`src/rtl/hfp_dec_pkg.sv`:
```
package hfp_dec_pkg;

    localparam int INSTR_W = 32;
    localparam int IDX_W   = 5;
    localparam int RM_W    = 3;
    localparam int OP_W    = 6;

    localparam logic [6:0] OPC_FP   = 7'b1010011;
    localparam logic [6:0] OPC_MADD = 7'b1000011;
    localparam logic [6:0] OPC_MSUB = 7'b1000111;
    localparam logic [6:0] OPC_NMSB = 7'b1001011;
    localparam logic [6:0] OPC_NMAD = 7'b1001111;
    localparam logic [1:0] FMT_HALF = 2'b10;

    typedef enum logic [OP_W-1:0] {
        HOP_NONE    = 6'd0,
        HOP_ADD     = 6'd1,
        HOP_SUB     = 6'd2,
        HOP_MUL     = 6'd3,
        HOP_DIV     = 6'd4,
        HOP_MADD    = 6'd5,
        HOP_MSUB    = 6'd6,
        HOP_NMSUB   = 6'd7,
        HOP_NMADD   = 6'd8,
        HOP_SGNJ    = 6'd9,
        HOP_SGNJN   = 6'd10,
        HOP_SGNJX   = 6'd11,
        HOP_MIN     = 6'd12,
        HOP_MAX     = 6'd13,
        HOP_EQ      = 6'd14,
        HOP_LT      = 6'd15,
        HOP_LE      = 6'd16,
        HOP_SQRT    = 6'd17,
        HOP_H2W     = 6'd18,
        HOP_H2WU    = 6'd19,
        HOP_H2L     = 6'd20,
        HOP_H2LU    = 6'd21,
        HOP_W2H     = 6'd22,
        HOP_WU2H    = 6'd23,
        HOP_L2H     = 6'd24,
        HOP_LU2H    = 6'd25,
        HOP_S2H     = 6'd26,
        HOP_D2H     = 6'd27,
        HOP_H2S     = 6'd28,
        HOP_H2D     = 6'd29,
        HOP_CLASS   = 6'd30,
        HOP_MV2INT  = 6'd31,
        HOP_MVFRINT = 6'd32
    } hop_e;

    typedef struct packed {
        logic [IDX_W-1:0] rs3;
        logic [1:0]       fmt;
        logic [IDX_W-1:0] rs2;
        logic [IDX_W-1:0] rs1;
        logic [RM_W-1:0]  funct3;
        logic [IDX_W-1:0] rd;
        logic [6:0]       opc;
    } hfp_fields_t;

    function automatic logic rm_reserved(input logic [RM_W-1:0] rm);
        return (rm == 3'b101) || (rm == 3'b110);
    endfunction

    function automatic logic op_takes_rm(input hop_e op);
        return ((op >= HOP_ADD) && (op <= HOP_NMADD)) ||
               ((op >= HOP_SQRT) && (op <= HOP_H2D));
    endfunction

endpackage

```
`src/rtl/hfp_fields.sv`:
```
module hfp_fields
    import hfp_dec_pkg::*;
(
    input  logic [INSTR_W-1:0] instr_i,
    output hfp_fields_t        fields_o
);
    assign fields_o = hfp_fields_t'(instr_i);
endmodule

```
`src/rtl/hfp_opmatch.sv`:
```
module hfp_opmatch
    import hfp_dec_pkg::*;
(
    input  logic [6:0]       opc_i,
    input  logic [6:0]       funct7_i,
    input  logic [IDX_W-1:0] rs2_i,
    input  logic [RM_W-1:0]  funct3_i,
    input  logic             xlen64_i,
    input  logic             fpreg_en_i,
    output hop_e             op_o
);
    logic rs2_zero;
    logic rs2_int_sel;
    assign rs2_zero    = (rs2_i == '0);
    assign rs2_int_sel = (rs2_i[IDX_W-1:2] == '0);

    always_comb begin
        op_o = HOP_NONE;
        unique case (opc_i)
            OPC_MADD: if (funct7_i[1:0] == FMT_HALF) op_o = HOP_MADD;
            OPC_MSUB: if (funct7_i[1:0] == FMT_HALF) op_o = HOP_MSUB;
            OPC_NMSB: if (funct7_i[1:0] == FMT_HALF) op_o = HOP_NMSUB;
            OPC_NMAD: if (funct7_i[1:0] == FMT_HALF) op_o = HOP_NMADD;
            OPC_FP: begin
                case (funct7_i)
                    7'b0000010: op_o = HOP_ADD;
                    7'b0000110: op_o = HOP_SUB;
                    7'b0001010: op_o = HOP_MUL;
                    7'b0001110: op_o = HOP_DIV;
                    7'b0010010: begin
                        case (funct3_i)
                            3'b000:  op_o = HOP_SGNJ;
                            3'b001:  op_o = HOP_SGNJN;
                            3'b010:  op_o = HOP_SGNJX;
                            default: op_o = HOP_NONE;
                        endcase
                    end
                    7'b0010110: begin
                        case (funct3_i)
                            3'b000:  op_o = HOP_MIN;
                            3'b001:  op_o = HOP_MAX;
                            default: op_o = HOP_NONE;
                        endcase
                    end
                    7'b1010010: begin
                        case (funct3_i)
                            3'b010:  op_o = HOP_EQ;
                            3'b001:  op_o = HOP_LT;
                            3'b000:  op_o = HOP_LE;
                            default: op_o = HOP_NONE;
                        endcase
                    end
                    7'b0101110: if (rs2_zero) op_o = HOP_SQRT;
                    7'b1100010: begin
                        if (rs2_int_sel) begin
                            case (rs2_i[1:0])
                                2'd0: op_o = HOP_H2W;
                                2'd1: op_o = HOP_H2WU;
                                2'd2: op_o = xlen64_i ? HOP_H2L  : HOP_NONE;
                                default: op_o = xlen64_i ? HOP_H2LU : HOP_NONE;
                            endcase
                        end
                    end
                    7'b1101010: begin
                        if (rs2_int_sel) begin
                            case (rs2_i[1:0])
                                2'd0: op_o = HOP_W2H;
                                2'd1: op_o = HOP_WU2H;
                                2'd2: op_o = xlen64_i ? HOP_L2H  : HOP_NONE;
                                default: op_o = xlen64_i ? HOP_LU2H : HOP_NONE;
                            endcase
                        end
                    end
                    7'b0100010: begin
                        if (rs2_i == 5'd0) op_o = HOP_S2H;
                        else if (rs2_i == 5'd1) op_o = HOP_D2H;
                    end
                    7'b0100000: if (rs2_i == 5'd2) op_o = HOP_H2S;
                    7'b0100001: if (rs2_i == 5'd2) op_o = HOP_H2D;
                    7'b1110010: begin
                        if (rs2_zero && funct3_i == 3'b001) op_o = HOP_CLASS;
                        else if (rs2_zero && funct3_i == 3'b000 && fpreg_en_i)
                            op_o = HOP_MV2INT;
                    end
                    7'b1111010: begin
                        if (rs2_zero && funct3_i == 3'b000 && fpreg_en_i)
                            op_o = HOP_MVFRINT;
                    end
                    default: op_o = HOP_NONE;
                endcase
            end
            default: op_o = HOP_NONE;
        endcase
    end

    always_comb begin
        if ((op_o == HOP_MV2INT) || (op_o == HOP_MVFRINT))
            assert_move_needs_fpreg_R10: assert (fpreg_en_i);
        if ((op_o == HOP_H2L) || (op_o == HOP_H2LU) || (op_o == HOP_L2H) || (op_o == HOP_LU2H))
            assert_wide_cvt_needs_x64_R8: assert (xlen64_i);
    end
endmodule

```
`src/rtl/hfp_rmgate.sv`:
```
module hfp_rmgate
    import hfp_dec_pkg::*;
(
    input  hop_e            op_raw_i,
    input  logic [RM_W-1:0] rm_i,
    input  logic            any_en_i,
    output logic            valid_o,
    output hop_e            op_o
);
    logic rm_bad;
    assign rm_bad  = op_takes_rm(op_raw_i) && rm_reserved(rm_i);
    assign valid_o = any_en_i && (op_raw_i != HOP_NONE) && !rm_bad;
    assign op_o    = valid_o ? op_raw_i : HOP_NONE;
endmodule

```
`src/rtl/hfp_decoder.sv`:
```
module hfp_decoder
    import hfp_dec_pkg::*;
(
    input  logic [31:0] instr_i,
    input  logic        fpreg_en_i,
    input  logic        intreg_en_i,
    input  logic        xlen64_i,
    output logic        valid_o,
    output logic [5:0]  op_o,
    output logic [4:0]  rd_o,
    output logic [4:0]  rs1_o,
    output logic [4:0]  rs2_o,
    output logic [4:0]  rs3_o,
    output logic [2:0]  rm_o
);
    hfp_fields_t fld;
    hop_e        op_raw;
    hop_e        op_fin;
    logic        any_en;

    assign any_en = fpreg_en_i | intreg_en_i;

    hfp_fields u_fields (
        .instr_i  (instr_i),
        .fields_o (fld)
    );

    hfp_opmatch u_match (
        .opc_i      (fld.opc),
        .funct7_i   ({fld.rs3, fld.fmt}),
        .rs2_i      (fld.rs2),
        .funct3_i   (fld.funct3),
        .xlen64_i   (xlen64_i),
        .fpreg_en_i (fpreg_en_i),
        .op_o       (op_raw)
    );

    hfp_rmgate u_rm (
        .op_raw_i (op_raw),
        .rm_i     (fld.funct3),
        .any_en_i (any_en),
        .valid_o  (valid_o),
        .op_o     (op_fin)
    );

    assign op_o  = op_fin;
    assign rd_o  = fld.rd;
    assign rs1_o = fld.rs1;
    assign rs2_o = fld.rs2;
    assign rs3_o = fld.rs3;
    assign rm_o  = fld.funct3;

    always_comb begin
        if (valid_o == 1'b1) begin
            assert_valid_needs_enable_R1: assert (fpreg_en_i || intreg_en_i);
            assert_valid_has_op_R13: assert (op_o != 6'd0);
            if (op_takes_rm(op_fin))
                assert_no_reserved_rm_R11: assert (rm_o != 3'b101 && rm_o != 3'b110);
        end
        if (valid_o == 1'b0)
            assert_invalid_op_zero_R13: assert (op_o == 6'd0);
    end
endmodule

```
`config.mk`:
```
export PLATFORM = sky130hd
export DESIGN_NAME = hfp_decoder
export DESIGN_NICKNAME = d
export VERILOG_FILES = /design/src/rtl/hfp_dec_pkg.sv /design/src/rtl/hfp_fields.sv /design/src/rtl/hfp_opmatch.sv /design/src/rtl/hfp_rmgate.sv /design/src/rtl/hfp_decoder.sv
export SDC_FILE = /design/constraint.sdc
export NUM_CORES = 1
export LEC_CHECK = 0
export ABC_AREA = 1
export BUFFER_PORTS_ARGS = -buffer_cell sky130_fd_sc_hd__buf_2
export CORE_UTILIZATION = 41
export DETAILED_ROUTE_END_ITERATION = 12
export GPL_TIMING_DRIVEN = 1
export PLACE_DENSITY = 0.94
export SYNTH_ARGS = -nofsm -noshare
export SYNTH_HDL_FRONTEND = slang
export SYNTH_SLANG_ARGS = --single-unit
```
`constraint.sdc`:
```
create_clock -name vclk -period 2.9
set_input_delay 0.87 -clock vclk [all_inputs]
set_output_delay 0.87 -clock vclk [all_outputs]
set_load 0.02 [all_outputs]
```
==> results of run 1 <==
## power by group through the flow
| stage | Sequential (uW) | Clock [uW] | Combinational (uW) |
|---|---|---|---|
| 6_report | 0 | 0 | 162 |
| 3_3_place_gp | 0 | 0 | 115 |
| 4_1_cts | 0 | 0 | 142 |
| 3_5_place_dp | 0 | 0 | 117 |
| 5_1_grt | 0 | 0 | 172 |
| 2_1_floorplan | 0 | 0 | 89.5 |
## cell families (layout without fill, tap and decap cells)
logic type / after synthesis / in the layout
AOI/OAI and AO/OA: 10 / 10
and+or+nand+nor: 155 / 155
buffers and inverters: 44 / 102
## per-stage QoR
stage / total power [uW] / area [um^2] / worst slack [ns] / TNS (ns) / utilization (%)
after floorplan: 89.5 / 1080 / -0.186 / -1.03 / -
after global placement: 115 / 1380 / -0.556 / -3.25 / 61.7
after detailed placement: 117 / 1380 / -0.606 / -3.58 / 61.7
after CTS: 142 / 1650 / -0.489 / -2.81 / 73.9
after global routing: 172 / 1800 / -0.786 / -4.70 / 80.6
final: 162 / 1800 / -0.701 / -4.10 / 80.6
## worst max path at each step
stage                     depth (start not counted)  slack (ns)  endpoint
final                                            19       -0.70   op_o[1]
after global placement                           21       -0.56   op_o[0]
after detailed placement                         21       -0.61   op_o[0]
after CTS                                        20       -0.49   op_o[3]
after floorplan                                  17       -0.19   valid_o
after global routing                             19       -0.79   op_o[1]
## per-layer routing
layer	global-route usage, %	vias to the layer above	part of all wire, %
met5	0	-	0
met4	14.8	0	4.1
met3	3.87	26	9.7
met2	50.4	135	50
met1	31.4	712	36
li1	-	744	-
## synthesized netlist by cell type
cell and number:
nand3_2 2, a31oi_1 1, nor2_1 53, o21ai_0 2, inv_2 4, nor2_4 1
nand2_1 62, o21bai_1 1, nand2_4 2, nor2_2 5, nand2_2 7, or2_2 1
nand3b_1 1, nor4_1 1, a21oi_1 6, nand4_1 1, buf_4 23, inv_1 17
nand3_1 18, nor3_1 1
## worst max-delay path, stage by stage
cell     delay [ns]
buf_8          0.09
inv_4          0.04
nand2_4        0.12
nor2_4         0.06
buf_4          0.12
nand3_1        0.10
nand2_2        0.11
nor2_2         0.16
nand3_2        0.13
nand2_1        0.11
nand2_1        0.07
nor2_1         0.10
nand2_1        0.05
nand2_1        0.06
nand2_1        0.06
nand2_2        0.12
nand2_8        0.10
nor2_4         0.11
buf_6          0.13
## cell usage in the layout (no fill, tap or decap), drive strengths merged
cell type / instances
nor3: 1
a31oi: 1
nor2: 59
nand3b: 1
buf: 80
nand4: 1
inv: 21
o21bai: 1
o21ai: 2
clkbuf: 1
nor4: 1
or2: 1
nand2: 71
nand3: 20
a21oi: 6
## final cells by class
cell class | count | area (um^2)
fill | 136 | 434
timing repair buffer | 81 | 601
inverter | 21 | 98.8
multi-input combinational | 165 | 1060
tap | 28 | 35.0
## what timing repair did
| item | 4_1_cts | 5_1_grt |
|---|---|---|
| pin swaps | 36 | 25 |
| gates resized for setup | 72 | 35 |
| setup buffers | 4 | 4 |
| endpoints found under the setup margin | 7 | 7 |
| endpoints found under the hold margin | 0 | 0 |
==> results.sh, run 1 <==
export IMPL_synthesis_area_um2=987
export IMPL_core_rowCount=17
export IMPL_layout_area_seq_um2=0
export IMPL_final_setup_worst_slack_ns=-0.701
export IMPL_hold_start="instr_i[8]"
export IMPL_swShare_pct=58.9
export IMPL_critical_path_required_ns=2.03
export IMPL_io_pins=65
export IMPL_design_final_nets=304
export IMPL_placedCellCount=287
export IMPL_internal_power_uw=66.7
export IMPL_power_leakage_uw=0.000915
export IMPL_comb_power_share_pct=100.0
export IMPL_area_enclosed_by_the_die_boundary_um2=2610
export IMPL_synthTopCellsByArea="nand2_1, nor2_1, buf_4"
export IMPL_timing_critical_path_arrival_ns=2.73
export IMPL_powerDensity_nw_per_um2=90.2
export IMPL_routed_via_density=5.48
export IMPL_finalCriticalPeriod_ns=3.60
export IMPL_synth_largest_area_cell="nand2_1"
export IMPL_layout_drive_gt1_share_pct=63.3
export IMPL_die_y_um=51.1
export IMPL_dieWidth_um=51.1
export IMPL_routed_via_count=1617
export IMPL_startpoint="instr_i[25]"
export IMPL_gpl_final_weighted_congestion=1.00
export IMPL_seq_cell_count=0
export IMPL_drtIter0Drc=92
export IMPL_synth_lib_cells_used_distinct=20
export IMPL_postRouteAntennaNets=0
export IMPL_synth_simple_gate_area_share_pct=69.1
export IMPL_holdPathEnd="rd_o[1]"
export IMPL_violations="setup timing"
export IMPL_n_antenna_cell=0
export IMPL_hpwl_mm=2.41
export IMPL_post_layout_nonfiller_instances=295
export IMPL_synth_top_family_by_area="simple AND/OR/NAND/NOR gates"
export IMPL_compound_gate_fraction_of_synth_area_pct=5.45
export IMPL_drc=0
export IMPL_initial_antenna_violation_count=0
export IMPL_port_buffer_count=45
export IMPL_power_share_clock_pct=0
export IMPL_post_synth_top_area_fraction_pct=23.6
export IMPL_timing_max_slew_rel_slack_pct=81.5
export IMPL_drt_wl_total_mm=4.41
export IMPL_startpoint_type_of_the_worst_setup_path="input port"
export IMPL_mappedNetlistNets=244
export IMPL_max_slew_worst_pin_slew_ns=0.276
export IMPL_min_path_cells=0
export IMPL_setup_violations=7
export IMPL_endpoint_kind="primary output"
export IMPL_synth_mux_area_fraction_pct=0
export IMPL_track_usage_pct=28.0
export IMPL_critical_path_peak_fanout=6
export IMPL_fmaxAchievable_ghz=0.278
export IMPL_sequentialPowerShare_pct=0
export IMPL_critPathKind="input port to primary output"
export IMPL_syn_area_per_cell_um2=4.72
export IMPL_synth_seq_area_share_pct=0
export IMPL_synthCells=209
export IMPL_cap_viol_max_count=0
export IMPL_report_final_hold_viol_count=0
export IMPL_area_growth_pct=82.3
export IMPL_grt_max_degree=8
export IMPL_final_period_utilization_pct=124
export IMPL_peakVddDrop_mv=0.0841
export IMPL_ys_warn_count=0
export IMPL_global_route_wire_length_before_repair_mm=5.80
export IMPL_hold_buf_cts=0
export IMPL_globalRouteOverflowTotal=0
export IMPL_unrepaired_setup_endpoints_after_global_routing="yes"
export IMPL_first_global_vias=1484
export IMPL_slew_violations=0
export IMPL_synth_adder_area_share_pct=0
export IMPL_initial_utilization_pct=44.2
export IMPL_yosys_area_share_xor_xnor_pct=0
export IMPL_hold_slack_ns=1.74
export IMPL_p_switching_uw=95.6
export IMPL_route_detailed_wl_per_inst_um=15.0
export IMPL_fp_coreArea_um2=2230
export IMPL_drt_pass1_iterations=4
export IMPL_nClkBuffers=0
export IMPL_hold_class="input port to primary output"
export IMPL_outcome="finished with violations"
(Power assumes the default switching activity.)
==> run 2, diff against run 1 <==
==> constraint.sdc (replaced) <==
create_clock -name vclk -period 3.12
set_input_delay 0.936 -clock vclk [all_inputs]
set_output_delay 0.936 -clock vclk [all_outputs]
set_load 0.02 [all_outputs]
==> results.sh, run 2 (same netlist as run 1, synthesis figures left out) <==
export IMPL_outcome="finished with violations"
export IMPL_violations="setup timing"
export IMPL_dieWidth_um=51.1
export IMPL_p_switching_uw=85.4
export IMPL_n_antenna_cell=0
export IMPL_globalRouteOverflowTotal=0
export IMPL_startpoint_type_of_the_worst_setup_path="input port"
export IMPL_drt_wl_total_mm=4.40
export IMPL_postRouteAntennaNets=0
export IMPL_routed_via_count=1639
export IMPL_post_layout_nonfiller_instances=295
export IMPL_timing_max_slew_rel_slack_pct=82.7
export IMPL_drc=0
export IMPL_endpoint_kind="primary output"
export IMPL_hold_slack_ns=1.87
export IMPL_core_rowCount=17
export IMPL_post_layout_total_power_uw=148
export IMPL_port_buffer_count=45
export IMPL_hold_start="instr_i[8]"
export IMPL_setup_violations=7
export IMPL_peakVddDrop_mv=0.0779
export IMPL_final_setup_worst_slack_ns=-0.649
export IMPL_fmaxAchievable_ghz=0.265
export IMPL_slew_violations=0
export IMPL_layout_area_seq_um2=0
export IMPL_area_growth_pct=81.5
export IMPL_min_path_cells=0
export IMPL_hold_buf_cts=0
export IMPL_timing_critical_path_arrival_ns=2.83
export IMPL_sequentialPowerShare_pct=0
export IMPL_holdPathEnd="rd_o[1]"
export IMPL_first_global_vias=1307
export IMPL_final_cell_mix="nand2_1, buf_4, buf_2"
export IMPL_critical_path_peak_fanout=6
export IMPL_finalCriticalPeriod_ns=3.77
export IMPL_grtUsageMet3_pct=1.49
export IMPL_swShare_pct=57.8
export IMPL_met1_track_demand_over_resource_in_global_routing_pct=29.1
export IMPL_internal_power_uw=62.4
export IMPL_critical_path_required_ns=2.18
export IMPL_fp_coreArea_um2=2230
export IMPL_globalRouteMet2Util_pct=43.6
export IMPL_die_y_um=51.1
export IMPL_area_enclosed_by_the_die_boundary_um2=2610
export IMPL_final_period_utilization_pct=121
export IMPL_grt_busiest_layer="met2"
export IMPL_max_slew_worst_pin_slew_ns=0.258
export IMPL_track_usage_pct=24.1
export IMPL_comb_power_share_pct=100.0
export IMPL_initial_antenna_violation_count=0
export IMPL_io_pins=65
export IMPL_route_detailed_wl_per_inst_um=14.9
export IMPL_grt_max_degree=8
export IMPL_unrepaired_setup_endpoints_after_global_routing="yes"
export IMPL_hold_class="input port to primary output"
export IMPL_layout_drive_gt1_share_pct=61.4
export IMPL_hpwl_mm=2.47
export IMPL_gpl_final_weighted_congestion=0.991
export IMPL_power_share_clock_pct=0
export IMPL_drtIter0Drc=95
export IMPL_global_route_wire_length_before_repair_mm=5.02
export IMPL_placedCellCount=287
export IMPL_seq_cell_count=0
export IMPL_initial_utilization_pct=44.2
export IMPL_design_final_nets=304
export IMPL_drt_pass1_iterations=4
export IMPL_preCtsSetupSlack_ns=-0.550
export IMPL_power_leakage_uw=0.000968
export IMPL_powerDensity_nw_per_um2=82.5
export IMPL_critPathKind="input port to primary output"
export IMPL_report_final_hold_viol_count=0
export IMPL_nClkBuffers=0
export IMPL_cap_viol_max_count=0
export IMPL_layout_cells_most_common="nand2_1"
export IMPL_routed_via_density=5.56
-- run 2: changes by cell type in the layout (fill, tap and decap cells not counted), moves of 3 or more --
cell / before / now
nor2_1: 22 / 26
buf_6: 10 / 7
inv_4: 6 / 2
nor2_4: 21 / 16
-- run 2: worst max path at each step --
| stage | slack [ns] | to | cells past startpoint | from |
|---|---|---|---|---|
| 4_1_cts | -0.43 | op_o[4] | 20 | instr_i[26] |
| 2_1_floorplan | -0.1 | valid_o | 17 | instr_i[25] |
| 3_3_place_gp | -0.47 | op_o[0] | 21 | instr_i[27] |
| 3_5_place_dp | -0.55 | op_o[0] | 19 | instr_i[26] |
| 6_report | -0.65 | op_o[0] | 21 | instr_i[29] |
| 5_1_grt | -0.74 | valid_o | 19 | instr_i[29] |
-- run 2: critical path, stage by stage --
cell     delay (ns)
buf_8          0.11
inv_2          0.10
nand2_2        0.09
nor2_1         0.17
nand2_1        0.12
nand2_1        0.10
nor2_2         0.05
nand3_2        0.11
nand2_4        0.09
inv_6          0.10
nand2_4        0.05
nand2_2        0.07
nand2_2        0.06
nand2_1        0.06
nand2_1        0.05
nand2_1        0.06
inv_1          0.05
nand2_2        0.11
nand2_8        0.10
nor2_4         0.12
buf_6          0.12
-- run 2: power groups by stage --
stage / registers [uW] / logic, uW / clock network [uW]
floorplan: 0 / 83.2 / 0
global placement: 0 / 107 / 0
detailed placement: 0 / 109 / 0
CTS: 0 / 128 / 0
global route: 0 / 156 / 0
finish: 0 / 148 / 0
-- run 2: final cells by class --
class / count / area [um^2]
timing repair buffer: 81 / 609
fill: 149 / 442
tap: 28 / 35.0
inverter: 21 / 106
multi-input combinational: 165 / 1040
-- run 2: per-layer routing --
layer | share of wire (%) | vias up
li1 | - | 750
met1 | 35 | 720
met2 | 48 | 126
met3 | 11 | 43
met4 | 6.3 | 0
met5 | 0 | -
-- run 2: metrics by stage --
step | utilization (%) | setup TNS (ns) | area [um^2]
floorplan | - | -0.500 | 1080
global placement | 61.7 | -2.68 | 1380
detailed placement | 61.7 | -3.14 | 1380
CTS | 71.3 | -2.41 | 1590
global route | 80.2 | -4.47 | 1790
finish | 80.2 | -3.91 | 1790
-- run 2: timing repair --
item / in CTS / in global routing
buffers inserted: 2 / 6
endpoints found under the setup margin: 6 / 7
pin swaps: 36 / 34
resized for setup: 62 / 43
cloned: 0 / 0
==> run 3, diff against run 2 <==
--- a/config.mk
+++ b/config.mk
@@ -6,11 +6,11 @@
 export NUM_CORES = 1
 export LEC_CHECK = 0
 export ABC_AREA = 1
-export BUFFER_PORTS_ARGS = -buffer_cell sky130_fd_sc_hd__buf_2
-export CORE_UTILIZATION = 41
+export CORE_UTILIZATION = 55
 export DETAILED_ROUTE_END_ITERATION = 12
+export DONT_BUFFER_PORTS = 1
 export GPL_TIMING_DRIVEN = 1
-export PLACE_DENSITY = 0.94
+export PLACE_DENSITY = 0.85
 export SYNTH_ARGS = -nofsm -noshare
 export SYNTH_HDL_FRONTEND = slang
 export SYNTH_SLANG_ARGS = --single-unit
==> results.sh, run 3 (same netlist as run 1, synthesis figures left out) <==
export IMPL_outcome="finished with violations"
export IMPL_violations="setup timing"
export IMPL_critical_path_required_ns=2.18
export IMPL_postRouteAntennaNets=0
export IMPL_final_cell_mix="nand2_1, nor2_1, buf_4"
export IMPL_hold_class="input port to primary output"
export IMPL_unrepaired_setup_endpoints_after_global_routing="yes"
export IMPL_cp_num_buf_inv=2
export IMPL_layout_drive_gt1_share_pct=49.5
export IMPL_drt_wl_total_mm=4.08
export IMPL_final_period_utilization_pct=116
export IMPL_path_common_cell="nor2_1"
export IMPL_endpoint_kind="primary output"
export IMPL_global_route_wire_length_before_repair_mm=4.93
export IMPL_finalCriticalPeriod_ns=3.61
export IMPL_cap_viol_max_count=0
export IMPL_routed_via_count=1499
export IMPL_hold_buf_cts=0
export IMPL_gpl_final_weighted_congestion=0.979
export IMPL_initial_antenna_violation_count=0
export IMPL_hpwl_mm=2.29
export IMPL_route_detailed_wl_per_inst_um=16.8
export IMPL_port_buffer_count=0
export IMPL_drtIter0Drc=130
export IMPL_area_growth_pct=41.7
export IMPL_post_layout_nonfiller_instances=242
export IMPL_initial_utilization_pct=61.9
export IMPL_drt_pass1_iterations=6
export IMPL_drc=0
export IMPL_globalRouteOverflowTotal=0
export IMPL_slew_violations=0
export IMPL_report_final_hold_viol_count=0
export IMPL_critPathKind="input port to primary output"
export IMPL_cpPeakStageDelay_ns=0.18
export IMPL_min_path_cells=0
export IMPL_layout_area_seq_um2=0
export IMPL_critical_path_peak_fanout=6
export IMPL_dieWidth_um=44.4
export IMPL_fmaxAchievable_ghz=0.277
export IMPL_max_slew_worst_pin_slew_ns=0.312
export IMPL_cp_top_family="simple AND/OR/NAND/NOR gates"
export IMPL_final_setup_worst_slack_ns=-0.485
export IMPL_timing_critical_path_arrival_ns=2.67
export IMPL_peakVddDrop_mv=0.0556
export IMPL_setup_violations=6
export IMPL_grt_max_degree=8
export IMPL_first_global_vias=1247
export IMPL_path_depth=17
export IMPL_powerDensity_nw_per_um2=59.9
export IMPL_placedCellCount=236
export IMPL_power_leakage_uw=0.000681
export IMPL_design_final_nets=255
export IMPL_post_layout_total_power_uw=83.9
export IMPL_routed_via_density=6.19
export IMPL_timing_max_slew_rel_slack_pct=79.1
export IMPL_layout_cells_most_common="nand2_1"
export IMPL_seq_cell_count=0
export IMPL_core_rowCount=14
export IMPL_nClkBuffers=0
export IMPL_fillerInstances=90
export IMPL_die_y_um=44.4
export IMPL_track_usage_pct=32.8
export IMPL_crit_chain="inv_2 -> nand2_4 -> nor2_4 -> nand2_2 -> nor2_1 -> nor2_1 -> nand3_1 -> nor2_1 -> nor2_1 -> nor2_2 -> nand3_1 -> nand2_1 -> nand2_1 -> inv_1 -> nand2_2 -> nand2_8 -> nor2_4"
export IMPL_timing_critical_path_slowest_stage_cell="nor2_1"
export IMPL_n_antenna_cell=0
export IMPL_area_enclosed_by_the_die_boundary_um2=1970
export IMPL_fp_coreArea_um2=1590
export IMPL_startpoint_type_of_the_worst_setup_path="input port"
export IMPL_io_pins=65
-- run 3: cell types whose count changed in the layout (fill, tap and decap cells not counted), moves of 3 or more --
cell,before,now
nor2_2,17,11
buf_2,32,0
buf_4,36,31
nor2_1,26,31
buf_8,4,0
nand2_4,8,5
buf_6,7,1
-- run 3: path summary, 6_finish.rpt --
check / start / end / slack (ns)
setup / recovery: instr_i[29] / op_o[1] / -0.49
hold / removal: instr_i[23] / rs2_o[3] / 1.87
-- run 3: stage by stage --
stage	hold WS, ns	setup slack (ns)	setup TNS [ns]	cell area (um^2)	util, %
2_1_floorplan	1.98	-0.0977	-0.500	1080	-
3_3_place_gp	1.87	-0.252	-1.35	1130	71.0
3_5_place_dp	1.87	-0.337	-1.86	1130	71.0
4_1_cts	1.87	-0.247	-1.34	1330	83.5
5_1_grt	1.87	-0.547	-3.11	1400	87.8
6_report	1.87	-0.485	-2.78	1400	87.8
-- run 3: area by class of cell --
| cell class | instances | area [um^2] | share of cell area [%] |
|---|---|---|---|
| repair buffers | 32 | 244 | 17.4 |
| inverters | 21 | 114 | 8.14 |
| multi-input cells | 165 | 1010 | 72.3 |
| well taps | 24 | 30.0 | 2.15 |
-- run 3: per-layer routing --
layer	vias to the layer above	wire, um	global-route usage [%]
met4	0	293	16.4
met5	-	0	0
li1	644	-	-
met2	154	1870	59.4
met1	653	1390	37.6
met3	48	523	3.67
-- run 3: where the power goes --
group / switching [uW] / leakage (uW) / total (uW) / internal, uW
Combinational: 50.1 / 0.000681 / 83.9 / 33.8
Sequential: 0 / 0 / 0 / 0
Clock: 0 / 0 / 0 / 0
-- run 3: repair_timing --
item	in CTS	in global routing
endpoints found under the setup margin	6	6
resized for setup	47	17
setup buffers	5	1
pin swaps	31	12
